$ cat config.mk
export PLATFORM = sky130hd
export DESIGN_NAME = repeat_detector
export DESIGN_NICKNAME = d
export VERILOG_FILES = /design/src/rtl/rvd_pkg.sv /design/src/rtl/rvd_next_state.sv /design/src/rtl/rvd_state_reg.sv /design/src/rtl/rvd_output.sv /design/src/rtl/repeat_detector.sv
export SDC_FILE = /design/constraint.sdc
export NUM_CORES = 1
export LEC_CHECK = 0
export BUFFER_PORTS_ARGS = -buffer_cell sky130_fd_sc_hd__buf_2
export CAP_MARGIN = 10
export CORE_AREA = 2 2 39 41
export CTS_CLUSTER_DIAMETER = 30
export DETAILED_ROUTE_END_ITERATION = 10
export DIE_AREA = 0 0 41 43
export GPL_TIMING_DRIVEN = 0
export PLACE_DENSITY = 0.3
export SLEW_MARGIN = 40
export SYNTH_ARGS = -nofsm -noshare
export SYNTH_HDL_FRONTEND = slang
export SYNTH_SLANG_ARGS = --single-unit
export TNS_END_PERCENT = 100
$ cat constraint.sdc
create_clock -name clk -period 1.3 [get_ports clk]
set_input_delay 0.13 -clock clk [delete_from_list [all_inputs] [get_ports clk]]
set_output_delay 0.13 -clock clk [all_outputs]
set_load 0.02 [all_outputs]
$ cat src/rtl/rvd_pkg.sv
package rvd_pkg;

  localparam int NUM_STATES = 5;
  localparam int STATE_W    = $clog2(NUM_STATES);

  // Encoding is checked by the bound checker.
  typedef enum logic [STATE_W-1:0] {
    ST_EMPTY = 3'd0,
    ST_SEEN0 = 3'd1,
    ST_SEEN1 = 3'd2,
    ST_PAIR0 = 3'd3,
    ST_PAIR1 = 3'd4
  } rvd_state_e;

endpackage

$ cat src/rtl/rvd_next_state.sv
module rvd_next_state
  import rvd_pkg::*;
(
  input  rvd_state_e cur,
  input  logic       bit_in,
  output rvd_state_e nxt
);

  always_comb begin
    unique case (cur)
      ST_EMPTY: nxt = bit_in ? ST_SEEN1 : ST_SEEN0;
      ST_SEEN0: nxt = bit_in ? ST_SEEN1 : ST_PAIR0;
      ST_SEEN1: nxt = bit_in ? ST_PAIR1 : ST_SEEN0;
      ST_PAIR0: nxt = bit_in ? ST_SEEN1 : ST_PAIR0;
      ST_PAIR1: nxt = bit_in ? ST_PAIR1 : ST_SEEN0;
      default:  nxt = ST_EMPTY;
    endcase
  end

endmodule

$ cat src/rtl/rvd_state_reg.sv
module rvd_state_reg
  import rvd_pkg::*;
(
  input  logic       clk,
  input  logic       rst,
  input  rvd_state_e nxt,
  output rvd_state_e cur
);

  always_ff @(posedge clk) begin
    if (rst) cur <= ST_EMPTY;
    else     cur <= nxt;
  end

endmodule

$ cat src/rtl/rvd_output.sv
module rvd_output
  import rvd_pkg::*;
(
  input  logic       rst,
  input  rvd_state_e cur,
  input  logic       bit_in,
  output logic       match
);

  logic pair_hit;

  always_comb begin
    unique case (cur)
      ST_PAIR0: pair_hit = ~bit_in;
      ST_PAIR1: pair_hit = bit_in;
      default:  pair_hit = 1'b0;
    endcase
    // reset gates the output directly so it falls before any edge
    match = pair_hit & ~rst;
  end

endmodule

$ cat src/rtl/repeat_detector.sv
module repeat_detector
  import rvd_pkg::*;
(
  input  logic clk,
  input  logic rst,
  input  logic a,
  output logic y
);

  rvd_state_e state_q;
  rvd_state_e state_d;

  rvd_next_state u_next (
    .cur    (state_q),
    .bit_in (a),
    .nxt    (state_d)
  );

  rvd_state_reg u_reg (
    .clk (clk),
    .rst (rst),
    .nxt (state_d),
    .cur (state_q)
  );

  rvd_output u_out (
    .rst    (rst),
    .cur    (state_q),
    .bit_in (a),
    .match  (y)
  );

endmodule

==> results by group, run 1 <==
Route
  • Drt total wl: ~320 µm
  • Violation count after the first detailed-routing iteration: 2
  • Detail-routed net length per standard cell: roughly 8.6 µm
  • Vias after detailed routing: 126
  • Remaining number of nets flagged by the antenna check after routing: 0
  • Detailed Routing Iterations Pass 1: 2
  • Number of vias per cell: approximately 3.4
  • Residual DRC: 0

Global routing
  • Overflow left after global routing: 0
  • Antenna violations before repair: 0
  • Total track usage: 0.04915
  • Global-route wire length before repair: around 520 µm
  • Pin count of the biggest net entering global routing: 6
  • Vias in the first global route: approximately 140

Timing
  • Max-slew headroom at the worst pin: 0.8421
  • Worst-case clock skew: ~0.0023 ns
  • Unrepaired setup endpoints after global routing: true
  • Worst hold slack: 0.1088 ns
  • Slew at the pin closest to its max-slew limit: roughly 0.23 ns
  • Max-slew violation count: 0
  • Highest clock rate: roughly 680 MHz
  • Final Hold Fails: 0
  • Setup-failing EPs final: 1
  • Period minus WS final: ~1.5 ns
  • Final critical-path share of the clock period: 1.131
  • Total negative slack: -0.1706 ns
  • Final setup margin: -0.1706 ns

Logic synthesis
  • Synthesized area divided by synthesized cell count: about 11 µm²
  • Synth Instances: 13
  • Flip-flop and latch count after synthesis: 3
  • Syn. warnings: 0
  • Net count after synthesis: 16
  • Post-synth design cell area: around 140 µm²
  • Post-synthesis cell type count: 9
  • Share of synthesized area occupied by flip-flops and latches: 0.4364

Finish
  • Fillcell total: about 160
  • Area delta synth->final: 60.00%
  • Register with the highest flop count: u_reg.cur
  • ANT cells: 0
  • Share of cells above drive strength 1: 0.5714
  • Flip-flop count of the largest register, all copies and words added: 3
  • Biggest registers after layout: u_reg.cur (3)
  • Final Net Count: 25

CTS
  • Clock-pin slew reported for the worst setup and hold paths after clock tree synthesis: roughly 0.040 ns
  • Total CTS buffers: 3
  • Clock tree sinks: 3
  • Hold Buf Count CTS: 0
  • Clock latency reported for the late side of the worst-skew pair: roughly 0.23 ns
  • Maximum level of the CTS H-tree: 1
  • TritonCTS clock tree: built
  • Max Root-Sink Buffers: 2
  • Clock root buffer master: sky130_fd_sc_hd__clkbuf_4

Pwr
  • Maximum resistive drop on vdd: roughly 0.35 mV
  • Static Leak: a little over 0.00008 µW
  • Power per unit of standard cell area: ~1300 mW/mm²
  • Post-layout power: between 200 and 300 µW

Worst setup path
  • R2r worst-path depth: 3
  • Worst setup path class: reg2out
  • Sort of element at the start of the critical path: register
  • Required @ worst endpoint: 1.17 ns
  • Signal arrival time at the worst endpoint: approximately 1.3 ns
  • Worst setup EP type: output pin
  • Critical path fanouts, max: 5

Floorplan
  • Initial cell density of the core: 0.09946
  • Die boundary height: 43 µm
  • Die Wd: 41 µm
  • Top-Level Pins: 4
  • Std-Cell Core Area: about 0.0014 mm²
  • Cell Rows: 14
  • Floorplan die area: approximately 0.0018 mm²

Flow run
  • Max-Cap Viols: 0

Status
  • Status: finished with violations
  • Violated checks: setup timing

Placed design
  • Final weighted congestion of routability-driven global placement: 0.5954
  • Buffers added on ports: 3

Min path
  • Type of the worst min-delay path: in2reg
  • Hold Path Stages: 2
[per-stage QoR]
step / worst slack [ns] / cells / cell area [µm²] / util
6_report: -0.1706 / 37 / 220.2 / 0.1591
5_1_grt: -0.2290 / 37 / 220.2 / 0.1591
4_1_cts: -0.1827 / 37 / 215.2 / 0.1555
3_5_place_dp: -0.01995 / 32 / 176.4 / 0.1275
3_3_place_gp: -0.005609 / 32 / 176.4 / 0.1275
2_1_floorplan: 0.04743 / 13 / 141.4 / -
[routing by layer]
metal	part of all wire	routed length [µm]	up-vias	GRT usage
met5	0	0	-	0
met2	0.38	121	4	0.05313
met1	0.53	168	56	0.05128
met4	0	0	0	0.06000
met3	0.088	28	0	0.03665
li1	-	-	66	-
[layout make-up]
type / count / area, µm² / area share
multi-input combinational: 10 / 81.33 / 0.3693
tap: 16 / 20.02 / 0.09091
timing repair buffer: 4 / 28.78 / 0.1307
sequential: 3 / 63.81 / 0.2898
clock buffer: 4 / 26.28 / 0.1193
[worst paths after layout]
kind                            slack (ns)            to    startpoint
worst max-delay path                 -0.17             y  u_reg.cur[2]
worst min-delay path                  0.11  u_reg.cur[0]             a
worst max register to register        0.38  u_reg.cur[1]  u_reg.cur[1]
worst min register to register        0.45  u_reg.cur[2]  u_reg.cur[0]
[cells in the mapped netlist]
cell                      count  share of area
sky130_fd_sc_hd__dfxtp_1      3           0.44
sky130_fd_sc_hd__o21a_1       2           0.11
sky130_fd_sc_hd__or4bb_1      2           0.16
sky130_fd_sc_hd__a21oi_1      1          0.036
sky130_fd_sc_hd__and2b_2      1          0.064
sky130_fd_sc_hd__nor2_1       1          0.027
sky130_fd_sc_hd__nor3_1       1          0.036
sky130_fd_sc_hd__nor4b_1      1          0.064
sky130_fd_sc_hd__xnor2_1      1          0.064
[logic make-up (layout without fill, tap and decap cells)]
logic type,after synthesis,count (layout),synth area share
compound gates,3,3,0.1454
xor+xnor,1,1,0.06365
buf+inv,0,8,0
flops,3,3,0.4364
simple gates,6,6,0.3545
[critical path, cell delays in order, from the launching register on]
cell                      delay (ns)
sky130_fd_sc_hd__dfxtp_2        0.33
sky130_fd_sc_hd__or4bb_1        0.49
sky130_fd_sc_hd__a21oi_2        0.16
sky130_fd_sc_hd__buf_6          0.13
[cell usage in the layout (no fill, tap or decap)]
master | netlist | layout
sky130_fd_sc_hd__nor3_1 | 1 | 1
sky130_fd_sc_hd__nor2_1 | 1 | 1
sky130_fd_sc_hd__or4bb_1 | 2 | 2
sky130_fd_sc_hd__clkbuf_1 | 0 | 1
sky130_fd_sc_hd__xnor2_1 | 1 | 1
sky130_fd_sc_hd__a21oi_2 | 0 | 1
sky130_fd_sc_hd__dfxtp_2 | 0 | 3
sky130_fd_sc_hd__and2b_2 | 1 | 1
sky130_fd_sc_hd__buf_4 | 0 | 1
sky130_fd_sc_hd__buf_2 | 0 | 2
sky130_fd_sc_hd__buf_6 | 0 | 1
sky130_fd_sc_hd__nor4b_1 | 1 | 1
sky130_fd_sc_hd__o21a_1 | 2 | 2
sky130_fd_sc_hd__clkbuf_4 | 0 | 3
[report_power, final]
part           internal [µW]  switching (µW)
logic                   16.6            11.4
clock network            115            45.4
registers               99.4            5.44
total                    231            62.3
[what timing repair did]
item / 4_1_cts / 5_1_grt
endpoints found under the setup margin: 1 / 1
setup buffers: 1 / 0
resized for setup: 3 / 2
pin swaps: 2 / 0
Power figures use the tool's default switching activity.
==> inputs of run 2 (changes only) <==
--- a/constraint.sdc
+++ b/constraint.sdc
@@ -3,2 +3,2 @@
 set_output_delay 0.13 -clock clk [all_outputs]
-set_load 0.02 [all_outputs]
+set_load 0.01 [all_outputs]
==> run 2 against run 1 <==
Effect of this change: the flow still finishes with violations (setup timing); power fell by 0.88%; final area fell by 1.1%; non-clock buffer count rose by 1; final cell count rose by 2.7%; register-to-register slack improved by 0.08 ns.
==> results by group, run 2 (synthesis results as in run 1) <==
Finish
  • Multi-input gate area in the final layout: 77.57 µm² (-4.6%)
  • ANT cells: 0 (unchanged)
  • Post-route design area: 217.7 µm² (-1.1%)
  • Most frequent cells in the layout: sky130_fd_sc_hd__clkbuf_4 (3), sky130_fd_sc_hd__buf_2 (3), sky130_fd_sc_hd__dfxtp_2 (3)
  • Area delta synth->final: 58.18%
  • Layout Cells excl Fill: 38 (+2.7%)
  • Final Net Count: 26 (+4.0%)
  • Fillcell total: 155 (unchanged)
  • Register with the highest flop count: u_reg.cur
  • Flip-flop count of the largest register, all copies and words added: 3 (unchanged)
  • Sequential cell area in the final layout: 63.81 µm² (unchanged)
  • Biggest registers after layout: u_reg.cur (3)
  • Share of cells above drive strength 1: 0.5455 (-0.02597)

Timing
  • Final Hold Fails: 0 (unchanged)
  • Max-slew headroom at the worst pin: 0.8533 (+0.01120)
  • Final critical-path share of the clock period: 1.114 (-0.01701)
  • Unrepaired setup endpoints after global routing: true
  • Period minus WS final: 1.448 ns (-0.02211 ns)
  • Highest clock rate: 690.4 MHz (+1.5%)
  • Setup-failing EPs final: 1 (unchanged)
  • Slew at the pin closest to its max-slew limit: 0.2170 ns (-0.01657 ns)
  • Max-slew violation count: 0 (unchanged)
  • Final setup margin: -0.1485 ns (+0.02211 ns)
  • Worst-case clock skew: 0.003823 ns (+0.001535 ns)

Pwr
  • Switching part of the total: 0.2074 (-0.004996)
  • Part of the power in combinational logic: 0.089 (-0.007)
  • Static Leak: 0.00008582 µW (+5.9%)
  • Switching power: 60.28 µW (-3.2%)
  • Maximum resistive drop on vdd: 0.4152 mV (+18%)
  • Internal power component: 230.3 µW (-0.25%)
  • Power per unit of standard cell area: 1335 mW/mm² (+0.26%)
  • Sequential share of power: 0.362 (+0.004)
  • Clock network fraction of design power: 0.549 (+0.002)

Route
  • Violation count after the first detailed-routing iteration: 2 (unchanged)
  • Vias after detailed routing: 122 (-3.2%)
  • Detail-routed net length per standard cell: 7.526 µm (-12%)
  • Remaining number of nets flagged by the antenna check after routing: 0 (unchanged)
  • Detailed Routing Iterations Pass 1: 2 (unchanged)
  • Drt total wl: 286 µm (-10%)
  • Number of vias per cell: 3.211 (-5.7%)
  • Residual DRC: 0 (unchanged)

CTS
  • Clock latency reported for the late side of the worst-skew pair: 0.23 ns (about the same)
  • Total CTS buffers: 3 (unchanged)
  • Maximum level of the CTS H-tree: 1 (unchanged)
  • Max Root-Sink Buffers: 2 (unchanged)
  • Clock root buffer master: sky130_fd_sc_hd__clkbuf_4
  • TritonCTS clock tree: built
  • Clock-pin slew reported for the worst setup and hold paths after clock tree synthesis: 0.04 ns (about the same)
  • Clock tree sinks: 3 (unchanged)

Worst setup path
  • Required @ worst endpoint: 1.17 ns (about the same)
  • Sort of element at the start of the critical path: register
  • Worst setup path class: reg2out
  • Signal arrival time at the worst endpoint: 1.32 ns (-0.02 ns)
  • Worst setup EP type: output pin
  • Critical path fanouts, max: 3 (-2)

Floorplan
  • Cell Rows: 14 (unchanged)
  • Top-Level Pins: 4 (unchanged)
  • Die Wd: 41 µm (unchanged)
  • Initial cell density of the core: 0.09946 (unchanged)
  • Floorplan die area: 0.001763 mm² (unchanged)
  • Std-Cell Core Area: 0.001384 mm² (unchanged)
  • Die boundary height: 43 µm (unchanged)

Global routing
  • Overflow left after global routing: 0 (unchanged)
  • Vias in the first global route: 123 (-9.6%)
  • Total track usage: 0.04413 (-0.005015)
  • Global-route wire length before repair: 434 µm (-16%)
  • Pin count of the biggest net entering global routing: 6 (unchanged)
  • Antenna violations before repair: 0 (unchanged)

Status
  • Violated checks: setup timing
  • Status: finished with violations

Flow run
  • Max-Cap Viols: 0 (unchanged)

Placed design
  • Buffers added on ports: 3 (unchanged)
  • Cell Area, Placed: 172.7 µm² (-2.1%)
  • Number of placed cells counting well taps: 32 (unchanged)
  • Final weighted congestion of routability-driven global placement: 0.5951 (about the same)

Min path
  • Type of the worst min-delay path: in2reg
[run 2: power groups by stage]
stage | logic (µW) | clock network (µW) | registers, µW
after floorplan | 13.3 | 0 | 104
after global placement | 20.3 | 0 | 106
after detailed placement | 20.4 | 0 | 106
after CTS | 25.7 | 170 | 105
after global routing | 28.5 | 182 | 105
final | 25.9 | 160 | 105
[run 2: final cells by class]
cell class | count | share of cell area
Sequential cell | 3 | 0.2931
Multi-Input combinational cell | 10 | 0.3563
Tap cell | 16 | 0.09195
Timing Repair Buffer | 5 | 0.1379
Clock buffer | 4 | 0.1207
[run 2: final timing paths]
path | start | end | slack (ns) | cells after the start
worst min-delay path | rst | u_reg.cur[2] | 0.11 | 2
worst max-delay path | u_reg.cur[0] | y | -0.15 | 3
worst min register to register | u_reg.cur[0] | u_reg.cur[2] | 0.52 | 2
worst max register to register | u_reg.cur[1] | u_reg.cur[1] | 0.46 | 2
[run 2: routing by layer]
layer	up-vias	wire, µm	global-route usage
met3	0	24	0.06283
met1	51	159	0.04808
met5	-	0	0
met2	4	102	0.03438
li1	67	-	-
met4	0	0	0.04000
[run 2: worst max-delay path, cell delays in order, from the launching register on]
cell and delay, ns:
sky130_fd_sc_hd__dfxtp_2 0.33, sky130_fd_sc_hd__or4bb_1 0.47, sky130_fd_sc_hd__a21oi_1 0.15, sky130_fd_sc_hd__buf_2 0.14
[run 2: repair_timing]
action,in CTS,in global routing
setup endpoints to repair,1,1
pin swaps,2,2
gates cloned,0,0
setup buffers,2,0
resized for setup,3,0
hold buffers,0,0
[run 2: metrics by stage]
stage	total power (µW)	setup WS (ns)	setup TNS, ns	util	hold WS (ns)
finish	290.6	-0.1485	-0.1485	0.1573	0.1098
global route	316.2	-0.1890	-0.1890	0.1573	0.1079
CTS	300.7	-0.1592	-0.1592	0.1573	0.1007
detailed placement	126.3	0.02717	0	0.1248	0.3540
global placement	126.3	0.04069	0	0.1248	0.3537
floorplan	117.8	0.09891	0	-	0.2061
==> inputs of run 3 (changes only) <==
- ABC_AREA: default -> 1
- GPL_ROUTABILITY_DRIVEN: default -> 0
==> run 3 against run 2 <==
Effect of this change: register-to-register slack better by 0.08 ns; clock-buffer cell count unchanged; hold slack better by 0.052 ns; the flow now finishes without violations; critical endpoint unchanged; combinational power up 22%.
==> results by group, run 3 <==
Logic synthesis
  • Area share of the largest cell type after synthesis: 0.3582 (-0.07815)
  • Most used flip-flop cell after synthesis: sky130_fd_sc_hd__dfxtp_1
  • Share of synthesized area occupied by flip-flops and latches: 0.3582 (-0.07815)
  • Synthesized area divided by synthesized cell count: 6.210 µm² (-41%)
  • Library cell occupying the most area in the post-synthesis netlist: sky130_fd_sc_hd__dfxtp_1
  • Syn. warnings: 0 (unchanged)
  • Synth Instances: 27 (+14)
  • Net count after synthesis: 30 (+14)
  • Post-synthesis cell type count: 9 (unchanged)
  • Flip-flop and latch count after synthesis: 3 (unchanged)
  • Number of enable-type register cells in the synthesized netlist: 0 (unchanged)
  • Post-synth design cell area: 167.7 µm² (+22%)
  • Leading post-synthesis cells by cell area: sky130_fd_sc_hd__dfxtp_1 (36%), sky130_fd_sc_hd__nand2_1 (16%), sky130_fd_sc_hd__inv_1 (13%)
  • FFs w/ async S/R, synth: 0 (unchanged)
  • Library cell with the highest instance count after synthesis: sky130_fd_sc_hd__nand2_1
  • Commonest cells in the netlist: sky130_fd_sc_hd__nand2_1 (7), sky130_fd_sc_hd__inv_1 (6), sky130_fd_sc_hd__nor2_1 (6)

Timing
  • Total negative slack: 0 ns (+0.1485 ns)
  • Final critical-path share of the clock period: 0.8573 (-0.2569)
  • Period minus WS final: 1.114 ns (-0.3340 ns)
  • Final Hold Fails: 0 (unchanged)
  • Unrepaired setup endpoints after global routing: false
  • Max-slew violation count: 0 (unchanged)
  • Highest clock rate: 897.3 MHz (+30%)
  • Max-slew headroom at the worst pin: 0.8969 (+0.04362)
  • Setup-failing EPs final: 0 (-1)
  • Worst-case clock skew: 0.002873 ns (-0.0009500 ns)
  • Slew at the pin closest to its max-slew limit: 0.1544 ns (-0.06259 ns)

Global routing
  • Global-route wire length before repair: 517 µm (+19%)
  • Pin count of the biggest net entering global routing: 5 (-1)
  • Global routing's busiest layer: met4
  • Vias in the first global route: 158 (+28%)
  • Overflow left after global routing: 0 (unchanged)
  • Global routing met3 resource utilization: 0.03141 (-0.03141)
  • Antenna violations before repair: 0 (unchanged)
  • Total track usage: 0.05010 (+0.005968)
  • Met1 track utilization from global routing: 0.04473 (-0.003348)
  • Met2 Resource Use GR: 0.05625 (+0.02188)

Worst setup path
  • Buf+Inv Stages, Crit Path: 1 (unchanged)
  • Slowest stage cell, crit path: sky130_fd_sc_hd__dfxtp_1
  • Most common cell on crit path: sky130_fd_sc_hd__nand2_1
  • Ordered cell list for the critical path: nand2_1 > nor2_1 > nand2_1 > nand2_1 > buf_2
  • Sort of element at the start of the critical path: register
  • Worst setup path class: reg2out
  • Longest individual stage delay on the worst path: 0.38 ns (-0.09 ns)
  • Signal arrival time at the worst endpoint: 0.98 ns (-0.34 ns)
  • Worst setup EP type: output pin
  • Required @ worst endpoint: 1.17 ns (about the same)
  • Critical path fanouts, max: 4 (+1)
  • Cell family contributing the most delay on the critical path: flip-flops

Route
  • Detailed Routing Iterations Pass 1: 2 (unchanged)
  • Detail-routed net length per standard cell: 5.700 µm (-24%)
  • Vias after detailed routing: 163 (+34%)
  • Residual DRC: 0 (unchanged)
  • Violation count after the first detailed-routing iteration: 1 (-1)
  • Remaining number of nets flagged by the antenna check after routing: 0 (unchanged)
  • Drt total wl: 285 µm (-0.35%)
  • Number of vias per cell: 3.260 (+1.5%)

Finish
  • Register with the highest flop count: u_reg.cur
  • Area delta synth->final: 36.57%
  • Share of cells above drive strength 1: 0.2941 (-0.2513)
  • Most frequent cells in the layout: sky130_fd_sc_hd__nand2_1 (7), sky130_fd_sc_hd__inv_1 (6), sky130_fd_sc_hd__nor2_1 (6)
  • Flip-flop count of the largest register, all copies and words added: 3 (unchanged)
  • Leading cell type in the layout, fill and taps excluded: sky130_fd_sc_hd__nand2_1
  • Final Net Count: 38 (+46%)
  • Biggest registers after layout: u_reg.cur (3)
  • ANT cells: 0 (unchanged)

Status
  • Status: complete, no violations

CTS
  • Clock tree sinks: 3 (unchanged)
  • Clock root buffer master: sky130_fd_sc_hd__clkbuf_4
  • Max Root-Sink Buffers: 2 (unchanged)
  • Hold Buf Count CTS: 0 (unchanged)
  • Maximum level of the CTS H-tree: 1 (unchanged)
  • TritonCTS clock tree: built
  • Clock-pin slew reported for the worst setup and hold paths after clock tree synthesis: 0.04 ns (about the same)
  • Post-CTS Setup Repair Bufs: 0 (-2)
  • Post_cts resized: 0 (-3)
  • Clock latency reported for the late side of the worst-skew pair: 0.23 ns (about the same)
  • Total CTS buffers: 3 (unchanged)

Floorplan
  • Die Wd: 41 µm (unchanged)
  • Floorplan die area: 0.001763 mm² (unchanged)
  • Std-Cell Core Area: 0.001384 mm² (unchanged)
  • Top-Level Pins: 4 (unchanged)
  • Die boundary height: 43 µm (unchanged)
  • Initial cell density of the core: 0.1212 (+0.02170)
  • Cell Rows: 14 (unchanged)

Min path
  • Type of the worst min-delay path: in2reg

Pwr
  • Post-layout power: 299.9 µW (+3.2%)
  • Maximum resistive drop on vdd: 0.2877 mV (-31%)
  • Power per unit of standard cell area: 1310 mW/mm² (-1.9%)
  • Static Leak: 0.0001289 µW (+50%)

Placed design
  • Detailed Place HPWL: around 230 µm
  • Buffers added on ports: 3 (unchanged)

Flow run
  • Max-Cap Viols: 0 (unchanged)
-- run 3: cell count changes after synthesis, moves of 2 or more --
| cell | change |
|---|---|
| sky130_fd_sc_hd__nand2_1 | +7 |
| sky130_fd_sc_hd__nor2_1 | +5 |
| sky130_fd_sc_hd__or4bb_1 | -2 |
| sky130_fd_sc_hd__inv_1 | +6 |
| sky130_fd_sc_hd__o21a_1 | -2 |
-- run 3: kinds of logic after synthesis --
family / synth area share
compound gates: 0.05225
buf+inv: 0.1343
flops: 0.3582
simple gates: 0.4553
-- run 3: layout make-up --
type                       instances  area (µm²)
timing repair buffer               3       15.01
inverter                           6       22.52
tap                               16       20.02
multi-input combinational         18       85.08
sequential                         3       60.06
clock buffer                       4       26.28
fill                             161        1155
-- run 3: path summary, 6_finish.rpt --
check	depth (start not counted)	from	end	slack, ns
min reg2reg	3	u_reg.cur[2]	u_reg.cur[1]	0.55
max	5	u_reg.cur[1]	y	0.19
min	4	a	u_reg.cur[0]	0.16
max reg2reg	5	u_reg.cur[0]	u_reg.cur[2]	0.54
-- run 3: layer usage --
layer | vias up | wire length [µm]
li1 | 92 | -
met1 | 68 | 136
met2 | 3 | 123
met3 | 0 | 26
met4 | 0 | 0
met5 | - | 0
-- run 3: through the flow --
stage	utilization	area, µm²	hold WS, ns	setup slack [ns]	std cells
2_1_floorplan	-	167.7	0.2774	0.5214	27
3_3_place_gp	0.1465	202.7	0.4079	0.3971	46
3_5_place_dp	0.1465	202.7	0.4062	0.4185	46
4_1_cts	0.1655	229.0	0.1591	0.1638	50
5_1_grt	0.1655	229.0	0.1927	0.1087	50
6_report	0.1655	229.0	0.1621	0.1855	50
-- run 3: worst register-to-register path, delay by kind of cell, from the launching register on --
kind                   cells  cell delay (ns)
AND/OR/NAND/NOR            4             0.21
buffers and inverters      1             0.07
flip-flops                 1             0.37
-- run 3: power by group --
| group | switching (µW) | leakage (µW) | internal (µW) |
|---|---|---|---|
| Sequential | 7.84 | 0.0000248 | 99.7 |
| Combinational | 17.9 | 0.0000891 | 13.6 |
| Clock | 46.0 | 0.0000150 | 115 |
